File: src/rtl/fo_pkg.sv
package fo_pkg;

  localparam int MAX_UNITS = 8;

  // Lowest index whose bit is clear; returns MAX_UNITS when all bits are set.
  function automatic logic [3:0] lowest_clear(input logic [MAX_UNITS-1:0] v);
    logic [3:0] res;
    res = 4'(MAX_UNITS);
    for (int k = MAX_UNITS - 1; k >= 0; k--) begin
      if (!v[k]) res = 4'(k);
    end
    return res;
  endfunction

endpackage

File: src/rtl/fo_fail_latch.sv
module fo_fail_latch #(
  parameter int NUM_UNITS = 4
) (
  input  logic                 clk,
  input  logic                 rst_n,
  input  logic [NUM_UNITS-1:0] sense_i,
  output logic [NUM_UNITS-1:0] flags_q,
  output logic [NUM_UNITS-1:0] flags_eff
);

  logic [NUM_UNITS-1:0] flags_d;
  logic                 flags_en;

  // Flags seen so far plus the reports in this cycle.
  always_comb begin
    flags_eff = flags_q | sense_i;
    flags_d   = flags_eff;
    flags_en  = |sense_i;
  end

  always_ff @(posedge clk or negedge rst_n) begin
    if (!rst_n) begin
      flags_q <= '0;
    end else if (flags_en) begin
      flags_q <= flags_d;
    end
  end

  // a flag that has been set stays set until reset.
  p_flag_sticky_r6: assert property (@(posedge clk) disable iff (!rst_n)
    1'b1 |=> ((flags_q & $past(flags_q)) == $past(flags_q)));

endmodule

File: src/rtl/fo_select.sv
module fo_select
  import fo_pkg::*;
#(
  parameter int NUM_UNITS = 4,
  parameter int IDX_W     = 2
) (
  input  logic                 clk,
  input  logic                 rst_n,
  input  logic [NUM_UNITS-1:0] eff_i,
  output logic [IDX_W-1:0]     idx_q,
  output logic                 pulse_q,
  output logic                 dead_q
);

  localparam logic [3:0] UNITS4 = 4'(NUM_UNITS);

  logic [MAX_UNITS-1:0] padded;
  logic [3:0]           cand;
  logic                 active_hit;
  logic                 sel_en;
  logic [IDX_W-1:0]     idx_d;
  logic                 pulse_d;
  logic                 dead_d;

  always_comb begin
    padded                = '1;
    padded[NUM_UNITS-1:0] = eff_i;
    cand                  = lowest_clear(padded);
    active_hit            = eff_i[idx_q];
    sel_en                = !dead_q && active_hit;
    idx_d                 = idx_q;
    pulse_d               = 1'b0;
    dead_d                = dead_q;
    if (sel_en) begin
      if (cand < UNITS4) begin
        idx_d   = cand[IDX_W-1:0];
        pulse_d = 1'b1;
      end else begin
        dead_d  = 1'b1;
      end
    end
  end

  always_ff @(posedge clk or negedge rst_n) begin
    if (!rst_n) begin
      idx_q  <= '0;
      dead_q <= 1'b0;
    end else if (sel_en) begin
      idx_q  <= idx_d;
      dead_q <= dead_d;
    end
  end

  always_ff @(posedge clk or negedge rst_n) begin
    if (!rst_n) begin
      pulse_q <= 1'b0;
    end else begin
      pulse_q <= pulse_d;
    end
  end

  // the index only moves upward between resets.
  p_idx_mono_r7: assert property (@(posedge clk) disable iff (!rst_n)
    1'b1 |=> (idx_q >= $past(idx_q)));

  // the pulse marks exactly the cycles following an index change.
  p_pulse_on_change_r7: assert property (@(posedge clk) disable iff (!rst_n)
    1'b1 |=> (pulse_q == (idx_q != $past(idx_q))));

  // the all-failed state is sticky.
  p_dead_sticky_r8: assert property (@(posedge clk) disable iff (!rst_n)
    dead_q |=> dead_q);

endmodule

File: src/rtl/fo_outmux.sv
module fo_outmux #(
  parameter int                NUM_UNITS  = 4,
  parameter int                DATA_W     = 16,
  parameter int                IDX_W      = 2,
  parameter logic [DATA_W-1:0] SAFE_VALUE = '1
) (
  input  logic [NUM_UNITS*DATA_W-1:0] data_i,
  input  logic [IDX_W-1:0]            sel_i,
  input  logic                        dead_i,
  output logic [DATA_W-1:0]           data_o
);

  logic [DATA_W-1:0] lanes [NUM_UNITS];

  for (genvar g = 0; g < NUM_UNITS; g++) begin : g_lane
    assign lanes[g] = data_i[g*DATA_W +: DATA_W];
  end

  always_comb begin
    data_o = SAFE_VALUE;
    if (!dead_i) begin
      for (int k = 0; k < NUM_UNITS; k++) begin
        if (sel_i == IDX_W'(k)) data_o = lanes[k];
      end
    end
  end

endmodule

File: src/rtl/failover_switch.sv
module failover_switch #(
  parameter int                NUM_UNITS  = 4,
  parameter int                DATA_W     = 16,
  parameter logic [DATA_W-1:0] SAFE_VALUE = '1,
  localparam int               IDX_W      = (NUM_UNITS > 1) ? $clog2(NUM_UNITS) : 1
) (
  input  logic                        clk,
  input  logic                        rst_n,
  input  logic [NUM_UNITS*DATA_W-1:0] unit_data,
  input  logic [NUM_UNITS-1:0]        unit_fail,
  output logic [DATA_W-1:0]           out_data,
  output logic [IDX_W-1:0]            active_idx,
  output logic                        switch_pulse,
  output logic                        all_failed
);

  logic [NUM_UNITS-1:0] fail_flags;
  logic [NUM_UNITS-1:0] fail_eff;

  fo_fail_latch #(.NUM_UNITS(NUM_UNITS)) u_latch (
    .clk       (clk),
    .rst_n     (rst_n),
    .sense_i   (unit_fail),
    .flags_q   (fail_flags),
    .flags_eff (fail_eff)
  );

  fo_select #(.NUM_UNITS(NUM_UNITS), .IDX_W(IDX_W)) u_sel (
    .clk     (clk),
    .rst_n   (rst_n),
    .eff_i   (fail_eff),
    .idx_q   (active_idx),
    .pulse_q (switch_pulse),
    .dead_q  (all_failed)
  );

  fo_outmux #(
    .NUM_UNITS (NUM_UNITS),
    .DATA_W    (DATA_W),
    .IDX_W     (IDX_W),
    .SAFE_VALUE(SAFE_VALUE)
  ) u_mux (
    .data_i (unit_data),
    .sel_i  (active_idx),
    .dead_i (all_failed),
    .data_o (out_data)
  );

  // a unit that has just been switched in has no latched failure.
  p_pick_healthy_r5: assert property (@(posedge clk) disable iff (!rst_n)
    switch_pulse |-> !fail_flags[active_idx]);

  // with no report on the active unit, no transfer follows.
  p_nonactive_quiet_r4: assert property (@(posedge clk) disable iff (!rst_n)
    !fail_eff[active_idx] |=> !switch_pulse);

  // the all-failed flag implies every unit has a latched failure.
  p_dead_all_flags_r8: assert property (@(posedge clk) disable iff (!rst_n)
    all_failed |-> (&fail_flags));

  // the index stays inside the unit range.
  p_idx_range_r9: assert property (@(posedge clk) disable iff (!rst_n)
    1'b1 |-> (int'(active_idx) < NUM_UNITS));

endmodule

File: config.mk
export PLATFORM = sky130hd
export DESIGN_NAME = failover_switch
export DESIGN_NICKNAME = d
export VERILOG_FILES = /design/src/rtl/fo_pkg.sv /design/src/rtl/fo_fail_latch.sv /design/src/rtl/fo_select.sv /design/src/rtl/fo_outmux.sv /design/src/rtl/failover_switch.sv
export SDC_FILE = /design/constraint.sdc
export NUM_CORES = 1
export LEC_CHECK = 0
export ABC_AREA = 1
export BUFFER_PORTS_ARGS = -buffer_cell sky130_fd_sc_hd__clkbuf_2
export CAP_MARGIN = 30
export CORE_MARGIN = 3
export CORE_UTILIZATION = 25
export CTS_CLUSTER_SIZE = 12
export DETAILED_ROUTE_END_ITERATION = 16
export PLACE_DENSITY = 0.67
export SETUP_SLACK_MARGIN = 0.3
export SLEW_MARGIN = 15
export SYNTH_ARGS = -nofsm -noshare
export SYNTH_HDL_FRONTEND = slang
export SYNTH_SLANG_ARGS = --single-unit
File: constraint.sdc
create_clock -name clk -period 1.7 [get_ports clk]
set_clock_uncertainty 0.1 [all_clocks]
set_input_delay 0.17 -clock clk [delete_from_list [all_inputs] [get_ports clk]]
set_output_delay 0.17 -clock clk [all_outputs]
set_load 0.01 [all_outputs]
==> metrics.md, run 1 <==
| Metric | Value |
|---|---|
| Total standard cell area after synthesis | `around 970 um2` |
| Proportion of netlist area held by the largest area contributor | `0.229` |
| Non-Filler Cell Area, Final | `around 0.0016 mm2` |
| Port Buffer Count | `between 80 and 90` |
| TritonCTS clock tree | `built` |
| Crit path time final | `1660 ps` |
| Ant diodes | `0` |
| Met2 global-route usage | `0.264` |
| Placement row count | `21` |
| TritonCTS Buffers | `3` |
| Placed instance area | `0.00144 mm2` |
| Overall die area | `0.00465 mm2` |
| Initial core utilization | `0.274` |
| Largest fanout of any net on the critical path | `7` |
| Worst path buffer plus inverter count | `2` |
| Post-placement setup slack | `78.1 ps` |
| Placeable Area | `0.00352 mm2` |
| CP cell instances | `buf_6 > nor2_4 > nand2_1 > nand3_1 > nand2_1 > nand3_1 > buf_2` |
| Net switching power of the design | `about 0.11 mW` |
| Max-cap check violation count | `0` |
| Async S/R FF share, synth | `1.00` |
| CTS Root Buffer Type | `sky130_fd_sc_hd__clkbuf_8` |
| Fraction of power spent switching nets | `0.214` |
| Slowest CP cell | `sky130_fd_sc_hd__dfrtp_2` |
| Setup Crit Path Kind | `register to output pin` |
| Cell count after synthesis | `174` |
| Global-route wire length before repair | `roughly 5200 um` |
| Number of max-slew violations in the final report | `0` |
| Slew headroom | `0.799` |
| Fraction of final layout cells sized beyond drive strength 1 | `0.436` |
| Clock-pin transition on the worst setup and hold timing paths | `around 40 ps` |
| Fraction of power consumed by combinational cells | `0.190` |
| Number of iterations in the first detailed-routing pass | `4` |
| Most crowded layer after global routing | `met2` |
| Worst setup EP type | `output pin` |
| Final net count | `between 300 and 400` |
| Total routing resource utilization after global routing | `0.146` |
| Most common flop cell mapped by yosys | `sky130_fd_sc_hd__dfrtp_1` |
| Share of the core filled with cells | `0.453` |
| Leak | `0.865 nW` |
| Top achievable clock speed | `roughly 600 MHz` |
| Post-detailed-route wirelength per cell | `around 11 um` |
| Post-Syn Nets | `244` |
| Slew at the pin closest to its max-slew limit | `300 ps` |
| Startpoint types | `register` |
| Clock net sink count | `8` |
| Num ports | `90` |
| Unrepaired setup endpoints after global routing | `true` |
| H-tree depth reported by CTS | `1` |
| Chip height | `68.2 um` |
| Global route overflow | `0` |
| Initial antenna violation count | `0` |
| Sequential share of power | `0.366` |
| DP HPWL | `2630 um` |
| Cell type with the largest total area after synthesis | `sky130_fd_sc_hd__nand2_1` |
| Number of filler instances in the final layout | `392` |
| Top-count cell post-synth | `sky130_fd_sc_hd__nand2_1` |
| Run status | `finished clean` |
| Count of distinct cell types in the synthesized netlist | `21` |
| Maximum cell stage delay along the critical path | `450 ps` |
| Number of warnings issued by yosys | `0` |
| Global placement routability congestion | `0.837` |
| Top area cells in the synthesized netlist | `sky130_fd_sc_hd__nand2_1 23%, sky130_fd_sc_hd__dfrtp_1 21%, sky130_fd_sc_hd__nor2_1 16%` |
| Flip-flop and latch count after synthesis | `8` |
| Synth top cells by count | `59 x sky130_fd_sc_hd__nand2_1, 40 x sky130_fd_sc_hd__nor2_1, 15 x sky130_fd_sc_hd__nand3_1` |
| Area delta synth->final | `65.3%` |
| Via/cell ratio | `between 4 and 5` |
| Cell area power density | `327 mW/mm2` |
| Internal Power | `0.411 mW` |
| CP top delay family | `flip-flops` |
| Number of failing setup endpoints in the final timing report | `0` |
| Deepest clock path buffer count | `2` |
| DRC violations left | `0` |
| Worst path setup slack after routing | `35.2 ps` |
| Number of synthesized flops with an enable pin | `0` |
| Number of global-route vias before repair | `1283` |
| Met3 usage in global routing | `0.0361` |
| Clock insertion delay at the later pin of the skew report | `230 ps` |
| CP required | `1430 ps` |
| Final Routed Wirelength | `around 3400 um` |
| Proportion of power drawn by the clock network | `0.444` |
| Maximum vdd ir drop | `0.245 mV` |
| Arrival time at the worst endpoint | `1390 ps` |
| Mean cell area of the mapped netlist | `5.55 um2` |
| Number of DRC violations after detailed-routing iteration 0 | `37` |
| Sequential-to-total area share from yosys stat | `0.207` |
| Overall die width | `68.2 um` |
| Period Utilization, post-route | `0.979` |
| Global routing met1 resource utilization | `0.162` |
| Largest net degree at the start of global routing | `27` |
| Path type of the worst min-delay path | `input port to register` |
| Number of vias after detailed routing | `1430` |
| Number of nets still failing antenna checks after routing | `0` |
| Total power | `0.523 mW` |
| Final Hold Vio Count | `0` |
cells in the final DEF, fill, tap and decap left out:
| master | instances |
|---|---|
| sky130_fd_sc_hd__inv_2 | 2 |
| sky130_fd_sc_hd__inv_8 | 1 |
| sky130_fd_sc_hd__clkbuf_8 | 3 |
| sky130_fd_sc_hd__nand3_1 | 14 |
| sky130_fd_sc_hd__o21ai_1 | 13 |
| sky130_fd_sc_hd__nor2_2 | 2 |
| sky130_fd_sc_hd__nor2_1 | 40 |
| sky130_fd_sc_hd__inv_1 | 7 |
| sky130_fd_sc_hd__o21bai_1 | 10 |
| sky130_fd_sc_hd__dlygate4sd3_1 | 1 |
| sky130_fd_sc_hd__dfrtp_1 | 6 |
| sky130_fd_sc_hd__nand2_4 | 2 |
| sky130_fd_sc_hd__buf_6 | 3 |
| sky130_fd_sc_hd__nand2_1 | 59 |
| sky130_fd_sc_hd__nand3_2 | 2 |
| sky130_fd_sc_hd__buf_2 | 10 |
| sky130_fd_sc_hd__nand2_2 | 1 |
| sky130_fd_sc_hd__nor2_4 | 2 |
| sky130_fd_sc_hd__clkbuf_2 | 78 |
| sky130_fd_sc_hd__inv_4 | 1 |
| sky130_fd_sc_hd__a21oi_1 | 2 |
| sky130_fd_sc_hd__nor3_1 | 1 |
| sky130_fd_sc_hd__clkinv_1 | 1 |
| sky130_fd_sc_hd__buf_4 | 10 |
| sky130_fd_sc_hd__dfrtp_2 | 2 |
power by group through the flow:
stage	registers [mW]	clock network, mW	logic, mW
2_1_floorplan	0.194	0	0.0164
3_3_place_gp	0.194	0	0.0981
3_5_place_dp	0.194	0	0.0976
4_1_cts	0.191	0.234	0.100
5_1_grt	0.191	0.246	0.112
6_report	0.191	0.232	0.0994
metal layers:
layer | wire, um | vias up | share of wire
li1 | - | 752 | -
met1 | 1350 | 609 | 0.40
met2 | 1680 | 64 | 0.50
met3 | 307 | 5 | 0.091
met4 | 46 | 0 | 0.014
met5 | 0 | - | 0
repair_timing:
action                     CTS  global route
pin swaps                    3             5
hold buffers                 1             0
setup endpoints to repair   20            19
cloned                       0             0
setup buffers                9             0
resized for setup            7            14
hold endpoints to repair     8             0
worst min-delay path, stage by stage:
cell	delay, ps
sky130_fd_sc_hd__clkbuf_2	90
sky130_fd_sc_hd__inv_1	30
sky130_fd_sc_hd__nand2_1	80
sequential cells by signal, indices dropped and copies added (netlist names):
signal           cells
u_latch.flags_q      4
u_sel.idx_q          2
u_sel.pulse_q        1
u_sel.dead_q         1
worst paths after layout:
check / from / endpoint / slack [ps] / depth (start not counted)
setup / recovery: u_sel.idx_q[0] / out_data[8] / 40 / 7
hold reg to reg: u_latch.flags_q[3] / u_latch.flags_q[3] / 390 / 2
max in group asynchronous: rst_n / u_sel.idx_q[1] / 1090 / 2
setup reg to reg: u_sel.idx_q[0] / u_sel.idx_q[1] / 260 / 8
hold / removal: unit_fail[3] / u_latch.flags_q[3] / 80 / 3
min in group asynchronous: rst_n / u_latch.flags_q[3] / 220 / 2
per-stage QoR:
step           TNS (ps)  hold WS [ps]  std cells
2_1_floorplan         0          -226        174
3_3_place_gp          0         -73.9        306
3_5_place_dp          0         -74.5        306
4_1_cts               0          88.7        319
5_1_grt            -422          97.9        319
6_report              0          78.3        319
final cells by class:
| type | count | area, um2 | area share |
|---|---|---|---|
| Tap cell | 46 | 57.6 | 0.0361 |
| Clock buffer | 3 | 41.3 | 0.0259 |
| Sequential cell | 8 | 203 | 0.127 |
| Inverter | 12 | 55.1 | 0.0345 |
| Multi-Input combinational cell | 148 | 681 | 0.426 |
| Timing Repair Buffer | 102 | 559 | 0.350 |
kinds of logic after synthesis:
family,share of synthesized area
compound gates,0.155
simple gates,0.534
flops,0.207
buf+inv,0.104
(Power assumes the default switching activity.)
==> run 2, diff against run 1 <==
--- a/config.mk
+++ b/config.mk
@@ -6,7 +6,7 @@
 export NUM_CORES = 1
 export LEC_CHECK = 0
 export ABC_AREA = 1
-export BUFFER_PORTS_ARGS = -buffer_cell sky130_fd_sc_hd__clkbuf_2
+export BUFFER_PORTS_ARGS = -buffer_cell sky130_fd_sc_hd__buf_2
 export CAP_MARGIN = 30
 export CORE_MARGIN = 3
 export CORE_UTILIZATION = 25
==> run 2 against run 1 <==
Compared with the run above:
- the run now ends with setup timing left
- non-clock buffer count rose by 1
- utilization increased by 1.2 points
- register-to-register slack worse by 220 ps
- maximum frequency fell by 3.4%
- critical path depth unchanged
- worst hold slack got worse by 3.3 ps
- via count increased by 0.56%
==> metrics.md, run 2 (same netlist as run 1, synthesis figures left out) <==
| Metric | Value |
|---|---|
| Run status | `finished, violations left` |
| Failing checks | `setup timing` |
| Crit path time final | `1720 ps (+58.4 ps)` |
| Placeable Area | `0.00352 mm2 (unchanged)` |
| Most frequent cells in the layout | `89 x sky130_fd_sc_hd__buf_2, 57 x sky130_fd_sc_hd__nand2_1, 35 x sky130_fd_sc_hd__nor2_1, 13 x sky130_fd_sc_hd__nand3_1, 12 x sky130_fd_sc_hd__o21ai_1` |
| R2R depth | `10 (+2)` |
| Unrepaired setup endpoints after global routing | `true` |
| Final Hold Vio Count | `0 (unchanged)` |
| CTS Root Buffer Type | `sky130_fd_sc_hd__clkbuf_8` |
| Non-Filler Cell Area, Final | `0.00164 mm2 (+2.7%)` |
| Overall die width | `68.2 um (unchanged)` |
| Top achievable clock speed | `580 MHz (-3.4%)` |
| Max-cap check violation count | `0 (unchanged)` |
| Setup Crit Path Kind | `register to output pin` |
| Initial antenna violation count | `0 (unchanged)` |
| Worst Hold Margin | `75.0 ps (-3.33 ps)` |
| CP required | `1430 ps (about the same)` |
| Slack of the worst reg-to-reg path | `40 ps (-220 ps)` |
| Num ports | `90 (unchanged)` |
| Number of global-route vias before repair | `1305 (+1.7%)` |
| Global-route wire length before repair | `5500 um (+4.9%)` |
| Slowest CP cell | `sky130_fd_sc_hd__dfrtp_2` |
| Total power | `0.540 mW (+3.4%)` |
| Leading cell type in the layout, fill and taps excluded | `sky130_fd_sc_hd__buf_2` |
| Launch point of the worst path | `u_sel.idx_q[0]` |
| Flip-flop count of the largest register after layout | `4 (unchanged)` |
| Proportion of power drawn by the clock network | `0.460 (+0.016)` |
| CP cell instances | `buf_12 > nor2_4 > nand2_1 > nand3_1 > nand2_1 > nand3_1 > buf_2` |
| H-tree depth reported by CTS | `1 (unchanged)` |
| Internal Power | `0.420 mW (+2.3%)` |
| Fraction of final layout cells sized beyond drive strength 1 | `0.465 (+0.0296)` |
| Initial core utilization | `0.274 (unchanged)` |
| Startpoint types | `register` |
| Overall die area | `0.00465 mm2 (unchanged)` |
| DRC violations left | `0 (unchanged)` |
| Fraction of power spent switching nets | `0.222 (+0.00774)` |
| DP HPWL | `2690 um (+2.2%)` |
| Sequential share of power | `0.354 (-0.012)` |
| Largest registers | `u_latch.flags_q x4, u_sel.idx_q x2` |
| Global placement routability congestion | `0.859 (+2.7%)` |
| Number of DRC violations after detailed-routing iteration 0 | `49 (+32%)` |
| Met3 usage in global routing | `0.0263 (-0.00985)` |
| TritonCTS clock tree | `built` |
| Net switching power of the design | `0.120 mW (+7.1%)` |
| Final net count | `346 (+0.29%)` |
| Maximum cell stage delay along the critical path | `470 ps (+20 ps)` |
| Number of iterations in the first detailed-routing pass | `4 (unchanged)` |
| Number of filler instances in the final layout | `379 (-3.3%)` |
| Largest fanout of any net on the critical path | `7 (unchanged)` |
| Global route overflow | `0 (unchanged)` |
| Worst setup path endpoint | `out_data[8]` |
| Maximum vdd ir drop | `0.205 mV (-16%)` |
| Total routing resource utilization after global routing | `0.152 (+0.00540)` |
| Worst R2R Start | `u_sel.idx_q[0]` |
| Placement row count | `21 (unchanged)` |
| Fraction of power consumed by combinational cells | `0.187 (-0.003)` |
| Path type of the worst min-delay path | `input port to register` |
| Number of vias after detailed routing | `1438 (+0.56%)` |
| Most crowded layer after global routing | `met2` |
| Leak | `0.863 nW (-0.25%)` |
| Largest net degree at the start of global routing | `27 (unchanged)` |
| Worst setup EP type | `output pin` |
| Slew at the pin closest to its max-slew limit | `325 ps (+24.9 ps)` |
| Deepest clock path buffer count | `2 (unchanged)` |
| Global routing met1 resource utilization | `0.170 (+0.00871)` |
| Via/cell ratio | `4.48 (about the same)` |
| Ant diodes | `0 (unchanged)` |
| Biggest register | `u_latch.flags_q` |
| Met2 global-route usage | `0.272 (+0.00842)` |
| Post-detailed-route wirelength per cell | `11.0 um (+3.6%)` |
| TritonCTS Buffers | `3 (unchanged)` |
| Area delta synth->final | `69.7%` |
| Number of max-slew violations in the final report | `0 (unchanged)` |
| Final Routed Wirelength | `3530 um (+4.2%)` |
| Arrival time at the worst endpoint | `1450 ps (+60 ps)` |
| Worst path setup slack after routing | `-23.2 ps (-58.4 ps)` |
| Placed instance area | `0.00145 mm2 (+0.52%)` |
| Number of nets still failing antenna checks after routing | `0 (unchanged)` |
| Chip height | `68.2 um (unchanged)` |
| Reg2Reg Capture Point | `u_sel.idx_q[0]` |
| Clock insertion delay at the later pin of the skew report | `240 ps (about the same)` |
| Clock net sink count | `8 (unchanged)` |
| Clock-pin transition on the worst setup and hold timing paths | `50 ps (about the same)` |
| CP top delay family | `flip-flops` |
| Post-placement setup slack | `125 ps (+46.8 ps)` |
| Period Utilization, post-route | `1.01 (+0.0344)` |
| Number of cells on the critical path | `7 (unchanged)` |
| Worst path buffer plus inverter count | `2 (unchanged)` |
| Port Buffer Count | `89 (unchanged)` |
| Number of failing setup endpoints in the final timing report | `5 (+5)` |
| Slew headroom | `0.782 (-0.0167)` |
| Cell area power density | `330 mW/mm2 (+0.68%)` |
## run 2: worst min path at each step
stage | startpoint | slack [ps] | depth (start not counted) | endpoint
CTS | unit_fail[3] | 70 | 3 | u_latch.flags_q[3]
finish | unit_fail[3] | 70 | 3 | u_latch.flags_q[3]
floorplan | rst_n | -230 | 0 | u_latch.flags_q[0]
global placement | rst_n | -80 | 1 | u_sel.pulse_q
detailed placement | rst_n | -80 | 1 | u_sel.pulse_q
global route | unit_fail[3] | 90 | 3 | u_latch.flags_q[3]
## run 2: what timing repair did
item / CTS / global route
endpoints found under the setup margin: 20 / 20
endpoints found under the hold margin: 8 / 0
hold buffers: 1 / 0
buffers inserted: 7 / 2
gates resized for setup: 8 / 9
pin swaps: 4 / 5
## run 2: stage by stage
step	TNS, ps	utilization	instances
global route	-800	0.466	321
floorplan	0	-	174
finish	-73.4	0.466	321
detailed placement	0	0.412	307
global placement	0	0.412	307
CTS	0	0.453	319
## run 2: final cells by class
cell class / count / area (um2) / share of cell area
sequential: 8 / 203 / 0.124
multi-input combinational: 148 / 703 / 0.429
timing repair buffer: 103 / 573 / 0.350
inverter: 12 / 57.6 / 0.0351
clock buffer: 4 / 45.0 / 0.0275
tap: 46 / 57.6 / 0.0351
## run 2: tightest hold or removal path: stages
cell,delay (ps)
sky130_fd_sc_hd__buf_2,90
sky130_fd_sc_hd__inv_1,30
sky130_fd_sc_hd__nand2_1,80
## run 2: power by group through the flow
stage          clock [mW]  sequential (mW)  combinational, mW
2_1_floorplan           0            0.194             0.0164
3_3_place_gp            0            0.194             0.0974
3_5_place_dp            0            0.194             0.0970
4_1_cts             0.254            0.191             0.0993
5_1_grt             0.268            0.191              0.115
6_report            0.248            0.191              0.101
## run 2: per-layer routing
layer	wire length, um	share of wire
met1	1400	0.40
met2	1730	0.49
met3	331	0.094
met4	67	0.019
met5	0	0
==> run 3, diff against run 2 <==
--- a/config.mk
+++ b/config.mk
@@ -14,6 +14,7 @@
 export DETAILED_ROUTE_END_ITERATION = 16
 export PLACE_DENSITY = 0.67
 export SETUP_SLACK_MARGIN = 0.3
+export SKIP_LAST_GASP = 1
 export SLEW_MARGIN = 15
 export SYNTH_ARGS = -nofsm -noshare
 export SYNTH_HDL_FRONTEND = slang
==> run 3 against run 2 <==
Compared with the run above:
- the flow still finishes with violations (setup timing)
- first-iteration DRC count is 8.2% higher
- non-clock buffer count stayed put
- count of clock-buffer cells in the layout stayed put
- sequential power hardly changed
- setup slack better by 12 ps
- combinational power hardly changed
- routed wire length is 2.1% lower
==> metrics.md, run 3 (same netlist as run 1, synthesis figures left out) <==
| Metric | Value |
|---|---|
| Worst setup EP type | `output pin` |
| Slowest CP cell | `sky130_fd_sc_hd__dfrtp_2` |
| Deepest clock path buffer count | `2 (unchanged)` |
| H-tree depth reported by CTS | `1 (unchanged)` |
| CP cell instances | `buf_12 > nor2_4 > nand2_1 > nand3_1 > nand2_1 > nand3_1 > buf_2` |
| Area of all sequential standard cells | `203 um2 (unchanged)` |
| Number of failing setup endpoints in the final timing report | `3 (-2)` |
| Maximum cell stage delay along the critical path | `470 ps (about the same)` |
| Max-cap check violation count | `0 (unchanged)` |
| Startpoint types | `register` |
| Clock-pin transition on the worst setup and hold timing paths | `50 ps (about the same)` |
| Placement row count | `21 (unchanged)` |
| TritonCTS clock tree | `built` |
| Overall die area | `0.00465 mm2 (unchanged)` |
| Placed instance area | `0.00145 mm2 (unchanged)` |
| Unrepaired setup endpoints after global routing | `true` |
| Number of global-route vias before repair | `1305 (unchanged)` |
| Cell area power density | `331 mW/mm2 (+0.40%)` |
| Largest fanout of any net on the critical path | `7 (unchanged)` |
| Number of filler instances in the final layout | `383 (+1.1%)` |
| Worst path buffer plus inverter count | `2 (unchanged)` |
| Slew at the pin closest to its max-slew limit | `317 ps (-8.05 ps)` |
| Setup_tns | `-23.4 ps (+50.0 ps)` |
| Final Routed Wirelength | `3450 um (-2.1%)` |
| Crit path time final | `1710 ps (-12.4 ps)` |
| Failing checks | `setup timing` |
| DP HPWL | `2690 um (unchanged)` |
| Worst Hold Margin | `72.9 ps (-2.04 ps)` |
| Initial antenna violation count | `0 (unchanged)` |
| CP top delay family | `flip-flops` |
| Leak | `0.856 nW (-0.85%)` |
| Fraction of final layout cells sized beyond drive strength 1 | `0.455 (-0.0109)` |
| Post-detailed-route wirelength per cell | `10.8 um (-2.1%)` |
| Number of vias after detailed routing | `1417 (-1.5%)` |
| DRC violations left | `0 (unchanged)` |
| Most frequent cells in the layout | `89 x sky130_fd_sc_hd__buf_2, 58 x sky130_fd_sc_hd__nand2_1, 35 x sky130_fd_sc_hd__nor2_1, 15 x sky130_fd_sc_hd__nand3_1, 12 x sky130_fd_sc_hd__o21ai_1` |
| Clock insertion delay at the later pin of the skew report | `240 ps (about the same)` |
| Number of iterations in the first detailed-routing pass | `4 (unchanged)` |
| Global placement routability congestion | `0.859 (unchanged)` |
| Run status | `finished, violations left` |
| Clock net sink count | `8 (unchanged)` |
| Num ports | `90 (unchanged)` |
| Largest net degree at the start of global routing | `27 (unchanged)` |
| Top achievable clock speed | `585 MHz (+0.73%)` |
| CTS Root Buffer Type | `sky130_fd_sc_hd__clkbuf_8` |
| Ant diodes | `0 (unchanged)` |
| Non-Filler Cell Area, Final | `0.00163 mm2 (-0.76%)` |
| Setup Crit Path Kind | `register to output pin` |
| Number of DRC violations after detailed-routing iteration 0 | `53 (+8.2%)` |
| Area delta synth->final | `68.4%` |
| Maximum vdd ir drop | `0.204 mV (about the same)` |
| Slew headroom | `0.788 (+0.00538)` |
| Number of max-slew violations in the final report | `0 (unchanged)` |
| Via/cell ratio | `4.41 (-1.5%)` |
| Largest registers | `u_latch.flags_q x4, u_sel.idx_q x2` |
| Flip-flop count of the largest register after layout | `4 (unchanged)` |
| Total routing resource utilization after global routing | `0.152 (unchanged)` |
| Path type of the worst min-delay path | `input port to register` |
| Chip height | `68.2 um (unchanged)` |
| Biggest register | `u_latch.flags_q` |
| Port Buffer Count | `89 (unchanged)` |
| Placeable Area | `0.00352 mm2 (unchanged)` |
| Overall die width | `68.2 um (unchanged)` |
| Final net count | `346 (unchanged)` |
| Final Hold Vio Count | `0 (unchanged)` |
| Initial core utilization | `0.274 (unchanged)` |
| Global route overflow | `0 (unchanged)` |
| CP required | `1430 ps (about the same)` |
| Worst path setup slack after routing | `-10.8 ps (+12.4 ps)` |
| Global-route wire length before repair | `5500 um (unchanged)` |
| Number of nets still failing antenna checks after routing | `0 (unchanged)` |
| Area of the multi-input gates | `691 um2 (-1.8%)` |
| TritonCTS Buffers | `3 (unchanged)` |
| Period Utilization, post-route | `1.01 (-0.00731)` |
| Leading cell type in the layout, fill and taps excluded | `sky130_fd_sc_hd__buf_2` |
| Arrival time at the worst endpoint | `1440 ps (about the same)` |
-- run 3: cell counts in the layout (fill, tap and decap cells not counted) --
No cell type changed its count.
-- run 3: cell type report --
| class | count | share of cell area |
|---|---|---|
| clock buffers | 4 | 0.0277 |
| inverters | 12 | 0.0354 |
| multi-input cells | 148 | 0.425 |
| well taps | 46 | 0.0354 |
| flip-flops and latches | 8 | 0.125 |
| repair buffers | 103 | 0.352 |
-- run 3: metrics by stage --
stage	util	instances	setup slack [ps]	power (mW)
after floorplan	-	174	303	0.210
after global placement	0.412	307	151	0.291
after detailed placement	0.412	307	125	0.291
after CTS	0.453	319	25.9	0.544
after global routing	0.462	321	-101	0.571
final	0.462	321	-10.8	0.538
-- run 3: metal layers --
layer	vias up	wire [um]	track usage
li1	753	-	-
met3	9	297	0.0263
met4	0	76	0.0769
met5	-	0	0
met1	593	1410	0.170
met2	62	1670	0.272
-- run 3: worst reg2reg max path, stage by stage, from the launching register on --
cell and delay, ps:
sky130_fd_sc_hd__dfrtp_2 470, sky130_fd_sc_hd__buf_12 160, sky130_fd_sc_hd__nor2_4 180, sky130_fd_sc_hd__buf_4 140, sky130_fd_sc_hd__buf_4 100, sky130_fd_sc_hd__buf_6 80, sky130_fd_sc_hd__nand2_1 40, sky130_fd_sc_hd__nand3_1 70
sky130_fd_sc_hd__nor2_1 60, sky130_fd_sc_hd__nand3_1 80, sky130_fd_sc_hd__nand2_1 60
-- run 3: what timing repair did --
item	CTS	global route
endpoints found under the setup margin	20	20
buffers inserted	7	2
endpoints found under the hold margin	8	0
hold buffers	1	0
resized for setup	8	6
pin swaps	4	4
-- run 3: worst paths after layout --
path                       slack, ps                 end               start  cells past startpoint
setup reg to reg                  50      u_sel.idx_q[0]      u_sel.idx_q[0]                     10
max in group asynchronous       1130      u_sel.idx_q[0]               rst_n                      2
hold / removal                    70  u_latch.flags_q[3]        unit_fail[3]                      3
setup / recovery                 -10         out_data[8]      u_sel.idx_q[0]                      7
hold reg to reg                  390  u_latch.flags_q[3]  u_latch.flags_q[3]                      2
min in group asynchronous        200      u_sel.idx_q[1]               rst_n                      2
-- run 3: power breakdown --
group	switching, mW	internal [mW]
combinational	0.0337	0.0651
sequential	0.0000000000000000221	0.191
clock	0.0852	0.163
total	0.119	0.420
